File: src/rtl/bgt_pkg.sv
package bgt_pkg;
   typedef enum logic {
      PROTO_T0 = 1'b0,
      PROTO_T1 = 1'b1
   } bgt_proto_e;

   function automatic int unsigned bgt_term_for(input bgt_proto_e p,
                                                input int unsigned t0,
                                                input int unsigned t1);
      return (p == PROTO_T1) ? t1 : t0;
   endfunction
endpackage

File: src/rtl/bgt_term_select.sv
// Holds the terminal count of the measurement in progress; the protocol is
// captured only when a start bit arrives.
module bgt_term_select
   import bgt_pkg::*;
#(
   parameter int unsigned CNT_W       = 5,
   parameter int unsigned TERM_T0     = 16,
   parameter int unsigned TERM_T1     = 22,
   parameter bit          RESET_PROTO = 1'b0
) (
   input  logic             clk,
   input  logic             rst_n,
   input  logic             start_i,
   input  logic             proto_i,
   output logic [CNT_W-1:0] term_o
);
   localparam logic [CNT_W-1:0] TERM0_V = CNT_W'(TERM_T0);
   localparam logic [CNT_W-1:0] TERM1_V = CNT_W'(TERM_T1);
   localparam logic [CNT_W-1:0] TERM_RST =
      CNT_W'(bgt_term_for(bgt_proto_e'(RESET_PROTO), TERM_T0, TERM_T1));

   generate
      if (TERM_T0 == TERM_T1) begin : g_fixed
         // Both protocols share one guard time: nothing to remember.
         assign term_o = TERM0_V;
      end else begin : g_latched
         bgt_proto_e proto_q;

         always_ff @(posedge clk or negedge rst_n) begin
            if (!rst_n) begin
               proto_q <= bgt_proto_e'(RESET_PROTO);
            end else if (start_i) begin
               proto_q <= bgt_proto_e'(proto_i);
            end
         end

         assign term_o = (proto_q == PROTO_T1) ? TERM1_V : TERM0_V;

         a_r8_term_stable: assert property (@(posedge clk) disable iff (!rst_n)
            !start_i |=> $stable(term_o));
      end
   endgenerate

   // the reset protocol fixes the first terminal value
   a_r9_term_reset: assert property (@(posedge clk)
      !rst_n |=> (term_o == TERM_RST) || $past(start_i));
endmodule

File: src/rtl/bgt_etu_counter.sv
// Saturating ETU counter: cleared by a start bit, frozen at the terminal.
module bgt_etu_counter #(
   parameter int unsigned CNT_W = 5
) (
   input  logic             clk,
   input  logic             rst_n,
   input  logic             tick_i,
   input  logic             start_i,
   input  logic [CNT_W-1:0] term_i,
   output logic [CNT_W-1:0] cnt_o,
   output logic             at_term_o
);
   logic [CNT_W-1:0] cnt_q;
   logic             run;

   assign at_term_o = (cnt_q == term_i);
   assign run       = tick_i && !at_term_o;

   always_ff @(posedge clk or negedge rst_n) begin
      if (!rst_n) begin
         cnt_q <= '0;
      end else if (start_i) begin
         cnt_q <= '0;
      end else if (run) begin
         cnt_q <= cnt_q + 1'b1;
      end
   end

   assign cnt_o = cnt_q;

   a_r2_step: assert property (@(posedge clk) disable iff (!rst_n)
      (tick_i && !start_i && cnt_q < term_i) |=> cnt_q == $past(cnt_q) + 1'b1);
   a_r3_restart: assert property (@(posedge clk) disable iff (!rst_n)
      start_i |=> cnt_q == '0);
   a_r6_saturate: assert property (@(posedge clk) disable iff (!rst_n)
      (!start_i && cnt_q == term_i) |=> $stable(cnt_q));
   a_r7_tick_lost: assert property (@(posedge clk) disable iff (!rst_n)
      (start_i && tick_i) |=> cnt_q != CNT_W'(1));
   a_r6_no_overflow: assert property (@(posedge clk) disable iff (!rst_n)
      cnt_q <= term_i);
endmodule

File: src/rtl/bgt_guard_flag.sv
// Guard-time status flag. REG_FLAG picks a dedicated flop that is set on the
// tick reaching the terminal, or a plain decode of the counter comparison.
module bgt_guard_flag #(
   parameter int unsigned CNT_W    = 5,
   parameter bit          REG_FLAG = 1'b1
) (
   input  logic             clk,
   input  logic             rst_n,
   input  logic             tick_i,
   input  logic             start_i,
   input  logic [CNT_W-1:0] cnt_i,
   input  logic [CNT_W-1:0] term_i,
   input  logic             at_term_i,
   output logic             flag_o
);
   generate
      if (REG_FLAG) begin : g_reg
         logic flag_q;
         logic last_step;

         assign last_step = tick_i && !at_term_i && (cnt_i == term_i - 1'b1);

         always_ff @(posedge clk or negedge rst_n) begin
            if (!rst_n) begin
               flag_q <= 1'b0;
            end else if (start_i) begin
               flag_q <= 1'b0;
            end else if (last_step) begin
               flag_q <= 1'b1;
            end
         end

         assign flag_o = flag_q;
      end else begin : g_decode
         assign flag_o = at_term_i;
      end
   endgenerate

   a_r3_flag_clear: assert property (@(posedge clk) disable iff (!rst_n)
      start_i |=> !flag_o);
   a_r6_flag_hold: assert property (@(posedge clk) disable iff (!rst_n)
      (flag_o && !start_i) |=> flag_o);
endmodule

File: src/rtl/bgt_etu_monitor.sv
module bgt_etu_monitor
   import bgt_pkg::*;
#(
   parameter int unsigned CNT_W       = 5,
   parameter int unsigned TERM_T0     = 16,
   parameter int unsigned TERM_T1     = 22,
   parameter bit          RESET_PROTO = 1'b0,
   parameter bit          REG_FLAG    = 1'b1
) (
   input  logic             clk,
   input  logic             rst_n,
   input  logic             etu_tick,
   input  logic             start_pulse,
   input  logic             proto_t1,
   output logic             guard_met,
   output logic [CNT_W-1:0] etu_count
);
   localparam int unsigned CNT_MAX = (1 << CNT_W) - 1;

   generate
      if (CNT_W < 2 || CNT_W > 16) begin : g_bad_width
         $error("bgt_etu_monitor: CNT_W out of range");
      end
      if (TERM_T0 < 1 || TERM_T0 > CNT_MAX) begin : g_bad_t0
         $error("bgt_etu_monitor: TERM_T0 must fit CNT_W and be nonzero");
      end
      if (TERM_T1 < 1 || TERM_T1 > CNT_MAX) begin : g_bad_t1
         $error("bgt_etu_monitor: TERM_T1 must fit CNT_W and be nonzero");
      end
   endgenerate

   logic [CNT_W-1:0] term;
   logic [CNT_W-1:0] cnt;
   logic             at_term;

   bgt_term_select #(
      .CNT_W      (CNT_W),
      .TERM_T0    (TERM_T0),
      .TERM_T1    (TERM_T1),
      .RESET_PROTO(RESET_PROTO)
   ) u_term (
      .clk    (clk),
      .rst_n  (rst_n),
      .start_i(start_pulse),
      .proto_i(proto_t1),
      .term_o (term)
   );

   bgt_etu_counter #(
      .CNT_W(CNT_W)
   ) u_cnt (
      .clk      (clk),
      .rst_n    (rst_n),
      .tick_i   (etu_tick),
      .start_i  (start_pulse),
      .term_i   (term),
      .cnt_o    (cnt),
      .at_term_o(at_term)
   );

   bgt_guard_flag #(
      .CNT_W   (CNT_W),
      .REG_FLAG(REG_FLAG)
   ) u_flag (
      .clk      (clk),
      .rst_n    (rst_n),
      .tick_i   (etu_tick),
      .start_i  (start_pulse),
      .cnt_i    (cnt),
      .term_i   (term),
      .at_term_i(at_term),
      .flag_o   (guard_met)
   );

   assign etu_count = cnt;

   a_r10_flag_matches_count: assert property (@(posedge clk) disable iff (!rst_n)
      guard_met == (etu_count == term));
   a_r1_reset_state: assert property (@(posedge clk)
      !rst_n |=> (etu_count == '0 && !guard_met) || $past(rst_n));
endmodule

File: config.mk
export PLATFORM = sky130hd
export DESIGN_NAME = bgt_etu_monitor
export DESIGN_NICKNAME = d
export VERILOG_FILES = /design/src/rtl/bgt_pkg.sv /design/src/rtl/bgt_term_select.sv /design/src/rtl/bgt_etu_counter.sv /design/src/rtl/bgt_guard_flag.sv /design/src/rtl/bgt_etu_monitor.sv
export SDC_FILE = /design/constraint.sdc
export NUM_CORES = 1
export LEC_CHECK = 0
export ABC_AREA = 1
export BUFFER_PORTS_ARGS = -buffer_cell sky130_fd_sc_hd__buf_2
export CORE_AREA = 5 5 42 44
export CTS_CLUSTER_DIAMETER = 30
export DETAILED_ROUTE_END_ITERATION = 7
export DIE_AREA = 0 0 47 49
export PLACE_DENSITY = 0.67
export SYNTH_ARGS = -nofsm -noshare
export SYNTH_HDL_FRONTEND = slang
export SYNTH_SLANG_ARGS = --single-unit
File: constraint.sdc
create_clock -name clk -period 3.19 [get_ports clk]
set_input_delay 0.1595 -clock clk [delete_from_list [all_inputs] [get_ports clk]]
set_output_delay 0.1595 -clock clk [all_outputs]
set_load 0.03 [all_outputs]
==> metrics.md <==
| Metric | Value |
|---|---|
| Die area | 2300 um2 |
| Final core occ | 40.1% |
| M3 GR Usage | 3.32% |
| Worst setup SP type | flop |
| CP required | 3.33 ns |
| Largest stage delay, worst path | 0.45 ns |
| PortBufs | 10 |
| Netlist Area Pre-Place | 455 um2 |
| Initial DRC count | 7 |
| Initial Util | 32.5% |
| Slowest cell on crit path | dfrtp_1 |
| Rows | 14 |
| Critical path class | flop to flop |
| Status | finished clean |
| Leakage | 0.285 nW |
| GR Util met1 | 13.1% |
| Total congestion overflow | 0 |
| CP max FO | 6 |
| Ports | 11 |
| Synth Area in Compound Gates | 11.0% |
| Final Skew | 0.00396 ns |
| Crit. End Element | flop |
| XOR/XNOR share of the synthesized area | 5.77% |
| Layout Nets | 80 |
| Relative slew slack | 85.0% |
| Synth warn | 0 |
| Distinct cells, synth | 18 |
| WL final | 966 um |
| Total power per unit cell area | 385 nW/um2 |
| Vias | 418 |
| Fin. max-slew vios | 0 |
| CTS resizes | 0 |
| Routed vias/inst | 4.70 |
| Final WS setup | 1.95 ns |
| Die W | 47 um |
| Sequential share of the synthesized area | 38.5% |
| Longest Clk Path Bufs | 2 |
| FILL cells | 150 |
| Htree depth | 1 |
| Setup-failing EPs final | 0 |
| Min-delay worst type | input pin to flop |
| Final Critical Period | 1.24 ns |
| Die height | 49 um |
| Worst Hold Depth | 3 |
| Core area | 1400 um2 |
| Antenna Cells | 0 |
| Hold Violations, Final | 0 |
| Chain of cells forming the critical path | ha_1 > nand3_1 > xor2_1 > nor2_1 > nand2_1 > o21ai_1 |
| Worst slack at placement | 1.97 ns |
| Max Cap Viol | 0 |
| Tcrit/Tclk final | 38.8% |
| First-pass GRT wire length | 1710 um |
| Root Buffer | clkbuf_4 |
| Mux share of post-synthesis cell area | 0% |
| Met2 GRT Util | 14.7% |
| Clk sinks | 7 |
| Clock Pin Slew Worst Setup and Hold Paths | 0.06 ns |
| GPL Wtd Cong | 0.794 |
| Register-to-Register Path Depth | 6 |
| Initial antenna violation count | 0 |
| Largest family of logic cells by synthesized area | simple AND/OR/NAND/NOR gates |
| Worst-Margin Slew | 0.225 ns |
| Number of buffers created by CTS | 3 |
| Yosys top cell area share | 38.5% |
| Share of cells above drive strength 1 | 30.1% |
| Vias in the first global route | 412 |
| Highest clock rate | 808 MHz |
| Worst-Skew Late Latency | 0.25 ns |
| Drt first pass iters | 4 |
| #FFs+latches synth | 7 |
| Synth-to-Final Area Change | 23.4% |
| Largest net degree at the start of global routing | 8 |
| DRT antenna net count | 0 |
| Most Crowded Layer GR | met2 |
| Simple logic cell fraction of the synthesized area | 31.6% |
| Adder-cell share of the synthesized area | 2.75% |
| Drc violations | 0 |
| TritonCTS clock tree | built |
| DPL Wire Length | 712 um |
| Synth top area cells | dfrtp_1 38%, nand2_1 11%, nand3_1 7.7% |
| Avg WL per Cell | 10.9 um |
| Max VDD drop | 0.203 mV |
| Syn nets | 64 |
| Mapped Avg Cell Area | 7.85 um2 |
| CP arrival | 1.37 ns |
| Fin Setup TNS | 0 ns |
| Post-Syn Instances | 58 |
| Unrepaired setup endpoints after global routing | false |
| Yosys top cell by area | dfrtp_1 |
| Total GRT Usage | 10.4% |
| Final hold slack | 0.118 ns |
-- cell families (layout without fill, tap and decap cells) --
kind of cell / count (synthesis) / after routing
compound gates: 8 / 8
xor+xnor: 3 / 3
fa+ha+maj: 1 / 1
buf+inv: 9 / 24
flops: 7 / 7
simple gates: 30 / 30
-- power by group --
group	internal, mW	total (mW)	switching, mW
clock network	0.0479	0.0831	0.0352
registers	0.0923	0.0979	0.00560
logic	0.0134	0.0353	0.0219
-- layout by cell type (no fill, tap or decap) --
cell type	instances
nand2_1	13
buf_2	10
nand3_1	7
dfrtp_1	7
inv_1	6
nor2_1	5
nand2_2	3
xor2_1	3
o21ai_1	3
clkbuf_4	3
a21oi_2	2
clkinv_1	1
inv_2	1
nor2_4	1
a21oi_1	1
o21a_1	1
bufinv_8	1
nand2_4	1
o21ai_0	1
ha_1	1
clkbuf_1	1
dlygate4sd3_1	1
-- state kept, by name, summed over array words and instances (netlist names) --
name	cells
u_flag.flag_o	1
u_term.g_latched.proto_q	1
u_cnt.cnt_o	5
-- cell type report --
cell class	count	area, um2	area share [%]
inverters	9	47.5	8.46
multi-input cells	42	233	41.4
flip-flops and latches	7	175	31.2
well taps	16	20.0	3.56
repair buffers	11	60.1	10.7
clock buffers	4	26.3	4.68
-- critical path, delay by kind of cell, from the launching register on --
kind | cells | cell delay, ns
adders and majority gates | 1 | 0.26
AOI/OAI and AO/OA | 1 | 0.06
DFF | 1 | 0.45
xor gates and xnor gates | 1 | 0.14
and+or+nand+nor | 3 | 0.21
-- cells in the mapped netlist --
cell type  count
o21a_1         1
nor2_4         1
nand3_1        7
nand2_1       13
inv_2          1
nor2_1         5
dfrtp_1        7
o21ai_1        3
nand2_2        3
clkinv_1       1
bufinv_8       1
ha_1           1
o21ai_0        1
inv_1          6
a21oi_1        1
nand2_4        1
a21oi_2        2
xor2_1         3
-- layer usage --
layer,vias up,part of all wire (%)
met5,-,0
met4,0,0.83
met3,2,5.4
met2,14,46
met1,188,48
li1,214,-
-- per-stage QoR --
step / power [mW] / instances / area, um2
floorplan: 0.122 / 58 / 455
global placement: 0.133 / 84 / 526
detailed placement: 0.134 / 84 / 526
CTS: 0.219 / 89 / 562
global route: 0.232 / 89 / 562
finish: 0.216 / 89 / 562
-- worst paths after layout --
| path | start | end | slack (ns) |
|---|---|---|---|
| max | u_cnt.cnt_o[0]$_DFFE_PN0P_ | u_cnt.cnt_o[4]$_DFFE_PN0P_ | 1.95 |
| min | proto_t1 | u_term.g_latched.proto_q$_DFFE_PN0P_ | 0.12 |
| max reg2reg | u_cnt.cnt_o[0]$_DFFE_PN0P_ | u_cnt.cnt_o[4]$_DFFE_PN0P_ | 1.95 |
| min reg2reg | u_flag.flag_o$_DFFE_PN0P_ | u_flag.flag_o$_DFFE_PN0P_ | 0.54 |
| max in group asynchronous | rst_n | u_cnt.cnt_o[2]$_DFFE_PN0P_ | 2.76 |
| min in group asynchronous | rst_n | u_cnt.cnt_o[0]$_DFFE_PN0P_ | 0.27 |
-- what timing repair did --
action | 4_1_cts | 5_1_grt
endpoints found under the setup margin | 0 | 0
setup buffers | 0 | 0
endpoints found under the hold margin | 7 | 0
hold buffers | 1 | 0
Note: power is estimated with default switching activity, not from simulation.
